`src/rtl/console_pkg.sv`:
```
package console_pkg;
   localparam int unsigned CON_ADDR_W = 16;
   localparam int unsigned CON_DATA_W = 8;

   typedef enum logic {
      SRC_SWITCH = 1'b0,
      SRC_BUS    = 1'b1
   } src_sel_e;

   typedef enum logic [1:0] {
      ACT_HOLD = 2'd0,
      ACT_LOAD = 2'd1,
      ACT_UP   = 2'd2,
      ACT_DOWN = 2'd3
   } cnt_act_e;

   function automatic cnt_act_e decode_act(input logic load, input logic step, input logic down);
      if (load)      return ACT_LOAD;
      else if (step) return down ? ACT_DOWN : ACT_UP;
      else           return ACT_HOLD;
   endfunction
endpackage

```
`src/rtl/con_addr_reg.sv`:
```
module con_addr_reg
   import console_pkg::*;
#(
   parameter int unsigned W = CON_ADDR_W
) (
   input  logic         clk,
   input  logic         rst_n,
   input  logic [W-1:0] sw_val,
   input  logic [W-1:0] bus_val,
   input  logic         sel_bus,
   input  logic         load,
   input  logic         step,
   input  logic         down,
   output logic [W-1:0] q
);
   localparam logic [W-1:0] ONE = W'(1);

   logic [W-1:0] mux_val;
   cnt_act_e     act;

   assign mux_val = (src_sel_e'(sel_bus) == SRC_BUS) ? bus_val : sw_val;
   assign act     = decode_act(load, step, down);

   always_ff @(posedge clk or negedge rst_n) begin
      if (!rst_n) begin
         q <= '0;
      end else begin
         unique case (act)
            ACT_LOAD: q <= mux_val;
            ACT_UP:   q <= q + ONE;
            ACT_DOWN: q <= q - ONE;
            default:  q <= q;
         endcase
      end
   end
endmodule

```
`src/rtl/con_data_reg.sv`:
```
module con_data_reg
   import console_pkg::*;
#(
   parameter int unsigned W = CON_DATA_W
) (
   input  logic         clk,
   input  logic         rst_n,
   input  logic [W-1:0] sw_val,
   input  logic [W-1:0] bus_val,
   input  logic         sel_bus,
   input  logic         load,
   output logic [W-1:0] q
);
   logic [W-1:0] mux_val;

   assign mux_val = (src_sel_e'(sel_bus) == SRC_BUS) ? bus_val : sw_val;

   always_ff @(posedge clk or negedge rst_n) begin
      if (!rst_n)    q <= '0;
      else if (load) q <= mux_val;
   end
endmodule

```
`src/rtl/con_start_reg.sv`:
```
module con_start_reg #(
   parameter int unsigned AW = 16,
   parameter int unsigned DW = 8
) (
   input  logic                 clk,
   input  logic                 rst_n,
   input  logic [AW-1:0]        sw_val,
   input  logic                 load,
   output logic [AW-1:0]        q,
   output logic [AW-1:0]        bytes_flat
);
   localparam int unsigned NB = AW / DW;

   always_ff @(posedge clk or negedge rst_n) begin
      if (!rst_n)    q <= '0;
      else if (load) q <= sw_val;
   end

   for (genvar b = 0; b < NB; b++) begin : g_byte
      assign bytes_flat[b*DW +: DW] = q[b*DW +: DW];
   end
endmodule

```
`src/rtl/con_dbus_merge.sv`:
```
module con_dbus_merge #(
   parameter int unsigned DW   = 8,
   parameter int unsigned NSRC = 3
) (
   input  logic [NSRC*DW-1:0] src_flat,
   input  logic [NSRC-1:0]    src_en,
   output logic [DW-1:0]      bus_val,
   output logic               bus_en,
   output logic               clash
);
   localparam int unsigned CW = $clog2(NSRC + 1);

   logic [CW-1:0] n_en;

   always_comb begin
      bus_val = '0;
      for (int i = NSRC - 1; i >= 0; i--) begin
         if (src_en[i]) bus_val = src_flat[i*DW +: DW];
      end
   end

   always_comb begin
      n_en = '0;
      for (int i = 0; i < NSRC; i++) n_en = n_en + CW'(src_en[i]);
   end

   assign bus_en = |src_en;
   assign clash  = (n_en > CW'(1));
endmodule

```
`src/rtl/console_regfile.sv`:
```
module console_regfile
   import console_pkg::*;
#(
   parameter int unsigned ADDR_W = CON_ADDR_W,
   parameter int unsigned DATA_W = CON_DATA_W,
   localparam int unsigned SA_BYTES = ADDR_W / DATA_W
) (
   input  logic                clk,
   input  logic                rst_n,
   input  logic [ADDR_W-1:0]   sw_in,
   input  logic [ADDR_W-1:0]   abus_in,
   input  logic [DATA_W-1:0]   dbus_in,
   input  logic                al_sel_bus,
   input  logic                al_load,
   input  logic                al_step,
   input  logic                al_down,
   input  logic                al_drive,
   input  logic                dl_sel_bus,
   input  logic                dl_load,
   input  logic                dl_drive,
   input  logic                sa_load,
   input  logic [SA_BYTES-1:0] sa_drive,
   output logic [ADDR_W-1:0]   abus_out,
   output logic                abus_oe,
   output logic [DATA_W-1:0]   dbus_out,
   output logic                dbus_oe,
   output logic [ADDR_W-1:0]   lamp_addr,
   output logic [DATA_W-1:0]   lamp_data,
   output logic                dbus_conflict
);
   localparam int unsigned NSRC = SA_BYTES + 1;

   if (DATA_W == 0 || ADDR_W % DATA_W != 0) begin : g_bad_ratio
      $error("console_regfile: ADDR_W must be a whole multiple of DATA_W");
   end
   if (SA_BYTES < 2) begin : g_bad_bytes
      $error("console_regfile: start address must span at least two bytes");
   end

   logic [ADDR_W-1:0]      sa_value;
   logic [ADDR_W-1:0]      sa_bytes;
   logic [NSRC*DATA_W-1:0] src_flat;
   logic [NSRC-1:0]        src_en;

   con_addr_reg #(.W(ADDR_W)) i_addr (
      .clk(clk), .rst_n(rst_n), .sw_val(sw_in), .bus_val(abus_in),
      .sel_bus(al_sel_bus), .load(al_load), .step(al_step), .down(al_down),
      .q(lamp_addr)
   );

   con_data_reg #(.W(DATA_W)) i_data (
      .clk(clk), .rst_n(rst_n), .sw_val(sw_in[DATA_W-1:0]), .bus_val(dbus_in),
      .sel_bus(dl_sel_bus), .load(dl_load), .q(lamp_data)
   );

   con_start_reg #(.AW(ADDR_W), .DW(DATA_W)) i_start (
      .clk(clk), .rst_n(rst_n), .sw_val(sw_in), .load(sa_load),
      .q(sa_value), .bytes_flat(sa_bytes)
   );

   assign src_flat = {sa_bytes, lamp_data};
   assign src_en   = {sa_drive, dl_drive};

   con_dbus_merge #(.DW(DATA_W), .NSRC(NSRC)) i_merge (
      .src_flat(src_flat), .src_en(src_en),
      .bus_val(dbus_out), .bus_en(dbus_oe), .clash(dbus_conflict)
   );

   assign abus_oe  = al_drive;
   assign abus_out = al_drive ? lamp_addr : '0;
endmodule

```
`config.mk`:
```
export PLATFORM = sky130hd
export DESIGN_NAME = console_regfile
export DESIGN_NICKNAME = d
export VERILOG_FILES = /design/src/rtl/console_pkg.sv /design/src/rtl/con_addr_reg.sv /design/src/rtl/con_data_reg.sv /design/src/rtl/con_start_reg.sv /design/src/rtl/con_dbus_merge.sv /design/src/rtl/console_regfile.sv
export SDC_FILE = /design/constraint.sdc
export NUM_CORES = 1
export LEC_CHECK = 0
export ABC_AREA = 1
export ABC_CLOCK_PERIOD_IN_PS = 1800
export CAP_MARGIN = 20
export CORE_ASPECT_RATIO = 0.75
export CORE_UTILIZATION = 40
export CTS_CLUSTER_DIAMETER = 60
export CTS_CLUSTER_SIZE = 28
export DETAILED_ROUTE_END_ITERATION = 12
export PLACE_DENSITY = 0.65
export SLEW_MARGIN = 20
export SYNTH_ARGS = -nofsm -noshare
export SYNTH_HDL_FRONTEND = slang
export SYNTH_HIERARCHICAL = 1
export SYNTH_SLANG_ARGS = --single-unit
```
`constraint.sdc`:
```
create_clock -name clk -period 1.8 [get_ports clk]
set_input_delay 0.27 -clock clk [delete_from_list [all_inputs] [get_ports clk]]
set_output_delay 0.27 -clock clk [all_outputs]
set_load 0.05 [all_outputs]
```
# Yosys cells after proc, flatten, opt, wreduce, memory -nomap -nowiden

Cells that the tools add are included.

$add $sub $neg: 4
Order comparisons: 1
Equality and inequality tests: 3
Multiplexer cells: 10
Reductions and logical operators: 2

Operators with widths:

| cell                    | number |
|---|---|
| $pmux W16 S3            | 1 |
| $mux W16                | 2 |
| $mux W8                 | 4 |
| $add A16 B1 Y16 const B | 1 |
| $sub A16 B1 Y16 const B | 1 |
| $eq A2 B2 Y1 const B    | 2 |
| $mux W2                 | 2 |
| $reduce_bool A3 Y1      | 1 |
| $reduce_or A3 Y1        | 1 |
| $add A1 B1 Y2           | 1 |
| $add A2 B1 Y2           | 1 |
| $eq A2 B1 Y1 const B    | 1 |
| $gt A2 B1 Y1 const B    | 1 |
| $mux W1                 | 1 |

Bits in registers: 40
Bits of input ports: 53
Output and inout port bits: 51
Word-level logic and storage cells: 23

# Logic depth before layout (Yosys ltp)

Depth after elaboration: 5
Depth in mapped cells: 16
Gate-level depth less buffers: 15

# Cells and area by module

Netlist, hierarchy kept.

By module, submodules not included:

| module          | times used | cells an instance | area an instance (sq um) | seq. area each (sq um) |
|---|---|---|---|---|
| con_addr_reg    | 1          | 314               | 1,866.8                  | 400.4 |
| con_start_reg   | 1          | 84                | 764.5                    | 400.4 |
| con_data_reg    | 1          | 68                | 459.2                    | 200.2 |
| con_dbus_merge  | 1          | 65                | 282.8                    | 0.0 |
| console_regfile | 1          | 35                | 171.4                    | 0.0 |

# Least setup slack after synthesis

OpenSTA, ideal clock, no wires.

Path kind: register -> register
Start: register i_addr.q[1]
End: register i_addr.q[4]
Setup time: 134 ps
Arrival time: 1,793 ps
Required time: 1,666 ps
Slack: -127 ps
Cell stages (with the launch flop): 12
Buffers on the path: 0
Clock period less this slack: 1,927 ps
Path through: dfrtp_1 -> nand4_1 -> nand2_1 -> inv_1 -> ha_1 -> inv_1 -> nand2_1 -> nand2_1 -> nand2_1 -> xor2_1 -> o21ai_0 -> o21ai_0

Longest elaborated chain between the ends: 2
Elaborated cells between the ends (all ways): 3
Classes of those cells: add/sub: 2; mux: 1

RTL lines:

| element                                                   | line                                   | text |
|---|---|---|
| start: declaration                                        | con_addr_reg.sv:14                     | `output logic [W-1:0] q` |
| start signal: assignment                                  | con_addr_reg.sv:29                     | `ACT_LOAD: q <= mux_val;` |
| start signal: assignment                                  | con_addr_reg.sv:30                     | `ACT_UP: q <= q + ONE;` |
| start signal: assignment                                  | con_addr_reg.sv:31                     | `ACT_DOWN: q <= q - ONE;` |
| $sub A16 B1 Y16 / $add A16 B1 Y16 (equally long branches) | con_addr_reg.sv:31, con_addr_reg.sv:30 |  |
| $pmux W16 S3 (*)                                          | con_addr_reg.sv:28                     | `unique case (act)` |

Every way passes the cells marked *; elsewhere a longest branch is shown, timed or not.
A chain may end at the register's enable or synchronous reset.

# Worst setup path in the final report

Start: input port al_load
End: register i_addr.q[13]

Longest elaborated chain between the ends: 3
Elaborated cells between the ends (all ways): 6
Classes of those cells: eq/ne: 3; mux: 2; reduce/logical: 1

RTL lines:

| element                                                   | line                  | text |
|---|---|---|
| start: declaration                                        | console_regfile.sv:14 | `input logic al_load,` |
| $mux W2 (*)                                               | console_pkg.sv:18     | `if (load) return ACT_LOAD;` |
| $eq A2 B2 Y1 / $eq A2 B1 Y1 (equally long branches)       | con_addr_reg.sv:28    |  |
| $pmux W16 S3 / $reduce_bool A3 Y1 (equally long branches) | -                     |  |

Marked as above.

==> parameters.txt <==
Parameter                              Value

Clock tree
  Clock insertion delay at the later pin of the skew report    0.28 ns
  Deepest clock path buffer count    2
  Clock slew at reported path FFs    0.06 ns
  Clock tree root driver cell    clkbuf_16
  Total clock buffers created by CTS    5
  Max H-tree Level    2
  Number of clock sinks seen by CTS    40
  CTS tree    done

Flow run
  Number of violations of the max-capacitance limit    0

Final layout
  Inserted Diodes    0
  Net count, final    745
  Core occupancy in the finished layout    0.6529
  Post-synthesis to final-layout area growth    54.29%
  Share of final-layout standard cells stronger than drive strength 1    0.2779

Floorplan
  Die footprint    8939 sq um
  Width of the die    108.8 um
  Placeable core region    8093 sq um
  Row count    28
  IO Pins    104
  Initial Util    0.4232
  Floorplan die height    82.13 um

Global routing
  Overflow after GRT    0
  Maximum number of pins on one net before global-route repair    22
  Overall fraction of global-route tracks in use    0.2602
  Global-route wire length before repair    17770 um
  Number of global-route vias before repair    3634
  Antenna violations before repair    0

Synthesis
  Average instance area after synthesis    6.226 sq um
  Syn_nets    605
  Number of warnings printed during yosys synthesis    6
  Cells after Synth    550
  Synthesized area    3425 sq um

Placed design
  Port-buffer cells    103
  Detailed placement HPWL    9062 um
  GPL Wtd Cong    0.8959
  Pre-CTS worst setup slack    -0.4593 ns

Power and ir drop
  Highest ir drop seen on vdd    0.4132 mV
  Leakage power of the design    2.850 nW
  Total power    0.004036 W
  Power Dens Cells    763.9 nW/um^2

Critical path
  CP Cell Sequence    dlygate4sd2_1 > inv_2 > nand3_4 > bufbuf_16 > buf_6 > nand2_1 > nand2_2 > nand2_2 > inv_2 > nand2_1 > nor2_1 > nand2_1 > nand2_1 > nand2_1 > nand3_1 > a21oi_1
  CP required    2.00 ns
  CP Max Fanout    8
  Dominant cell type by count on the critical path    nand2_1
  Category of the critical setup timing path    in2reg
  Capturing element type of the critical path    register
  Type of element launching the critical path    input port
  Crit-path max cell delay    0.29 ns
  Critical-path cell with the highest stage delay    bufbuf_16
  Arrival time worst endpoint    1.96 ns

Routing
  Post-DR wirelength/cell    14.00 um
  Iteration-0 DRC count of the detailed router    276
  Avg Vias per Cell    4.948
  First drt pass iteration count    5
  DRC violation count after routing    0
  Antenna-violating nets left    0
  Drt total wl    11150 um
  Vias after detailed routing    3939

Timing
  Rel. slew slack    0.6438
  Period minus WS final    1.756 ns
  Total negative setup slack    0 ns
  RSZ-0062 raised after global routing    true
  Minimum setup slack in the final design    0.04355 ns
  Final number of hold-violating endpoints    0
  Final Cycle Share    0.9758
  Transition time at the pin with the least slew margin    0.5343 ns
  Maximum operating frequency    569.3 MHz
  Final max-slew violation count    0
  Hold slack    0.4762 ns
  Setup violation total in the final timing report    0
  Post-route clock skew    0.002565 ns

Min path
  Hold WC Path Type    reg2reg

Status
  Status    finished, final reports clean
[power by group]
| group | switching [W] | internal [W] |
|---|---|---|
| Combinational | 0.00113 | 0.000780 |
| Sequential | 0.000112 | 0.000999 |
| Clock | 0.000368 | 0.000651 |
| Total | 0.00161 | 0.00243 |
[area by class of cell]
type,instances,area (sq um)
Tap cell,105,131.4
Clock inverter,3,42.54
Timing Repair Buffer,156,1722
Sequential cell,40,1002
Fill cell,734,2809
Clock buffer,5,125.1
Inverter,78,302.8
Multi-Input combinational cell,409,1958
[flip-flops by register name (all words and copies together), names as in the netlist]
signal	flops
i_addr/q	16
i_data/q	8
i_start/bytes_flat	16
[critical path, delay by kind of cell]
kind | cells | cell delay, ns
and+or+nand+nor | 10 | 0.74
buffers and inverters | 5 | 0.81
AOI/OAI and AO/OA | 1 | 0.13
[layer usage]
layer / global-route usage / part of all wire / vias to the layer above
li1: - / - / 1980
met5: 0 / 0 / -
met2: 0.4234 / 0.45 / 128
met1: 0.3678 / 0.48 / 1816
met3: 0.03061 / 0.048 / 15
met4: 0.06757 / 0.016 / 0
[placed cells by master (no fill, tap or decap), drive strengths merged, types with 3 or more instances in the layout]
cell type	count
nand2	242
buf	101
inv	77
nor2	69
clkdlybuf4s50	50
dfrtp	40
nand3	31
o21ai	21
a21oi	16
a41oi	8
clkbuf	7
a31oi	4
nand4	3
[through the flow]
step / instances / area, sq um
CTS: 794 / 5235
floorplan: 550 / 3426
global route: 796 / 5284
detailed placement: 782 / 5002
finish: 796 / 5284
global placement: 782 / 5002
[timing repair]
| item | 4_1_cts | 5_1_grt |
|---|---|---|
| endpoints found under the hold margin | 20 | 0 |
| setup endpoints to repair | 12 | 16 |
| hold buffers | 1 | 0 |
| pin swaps | 4 | 6 |
| cloned | 1 | 0 |
| resized for setup | 7 | 21 |
| buffers inserted | 2 | 2 |
[worst paths after layout]
path | from | to | slack (ns) | cells after the start
max in group asynchronous | rst_n | i_addr/q[1] | 0.76 | 3
min reg2reg | i_start/bytes_flat[5] | i_start/bytes_flat[5] | 0.48 | 2
min in group asynchronous | rst_n | i_start/bytes_flat[8] | 0.52 | 2
max reg2reg | i_addr/q[1] | i_addr/q[8] | 0.17 | 14
min | i_start/bytes_flat[5] | i_start/bytes_flat[5] | 0.48 | 2
max | al_load | i_addr/q[13] | 0.04 | 16
(Power assumes the default switching activity.)
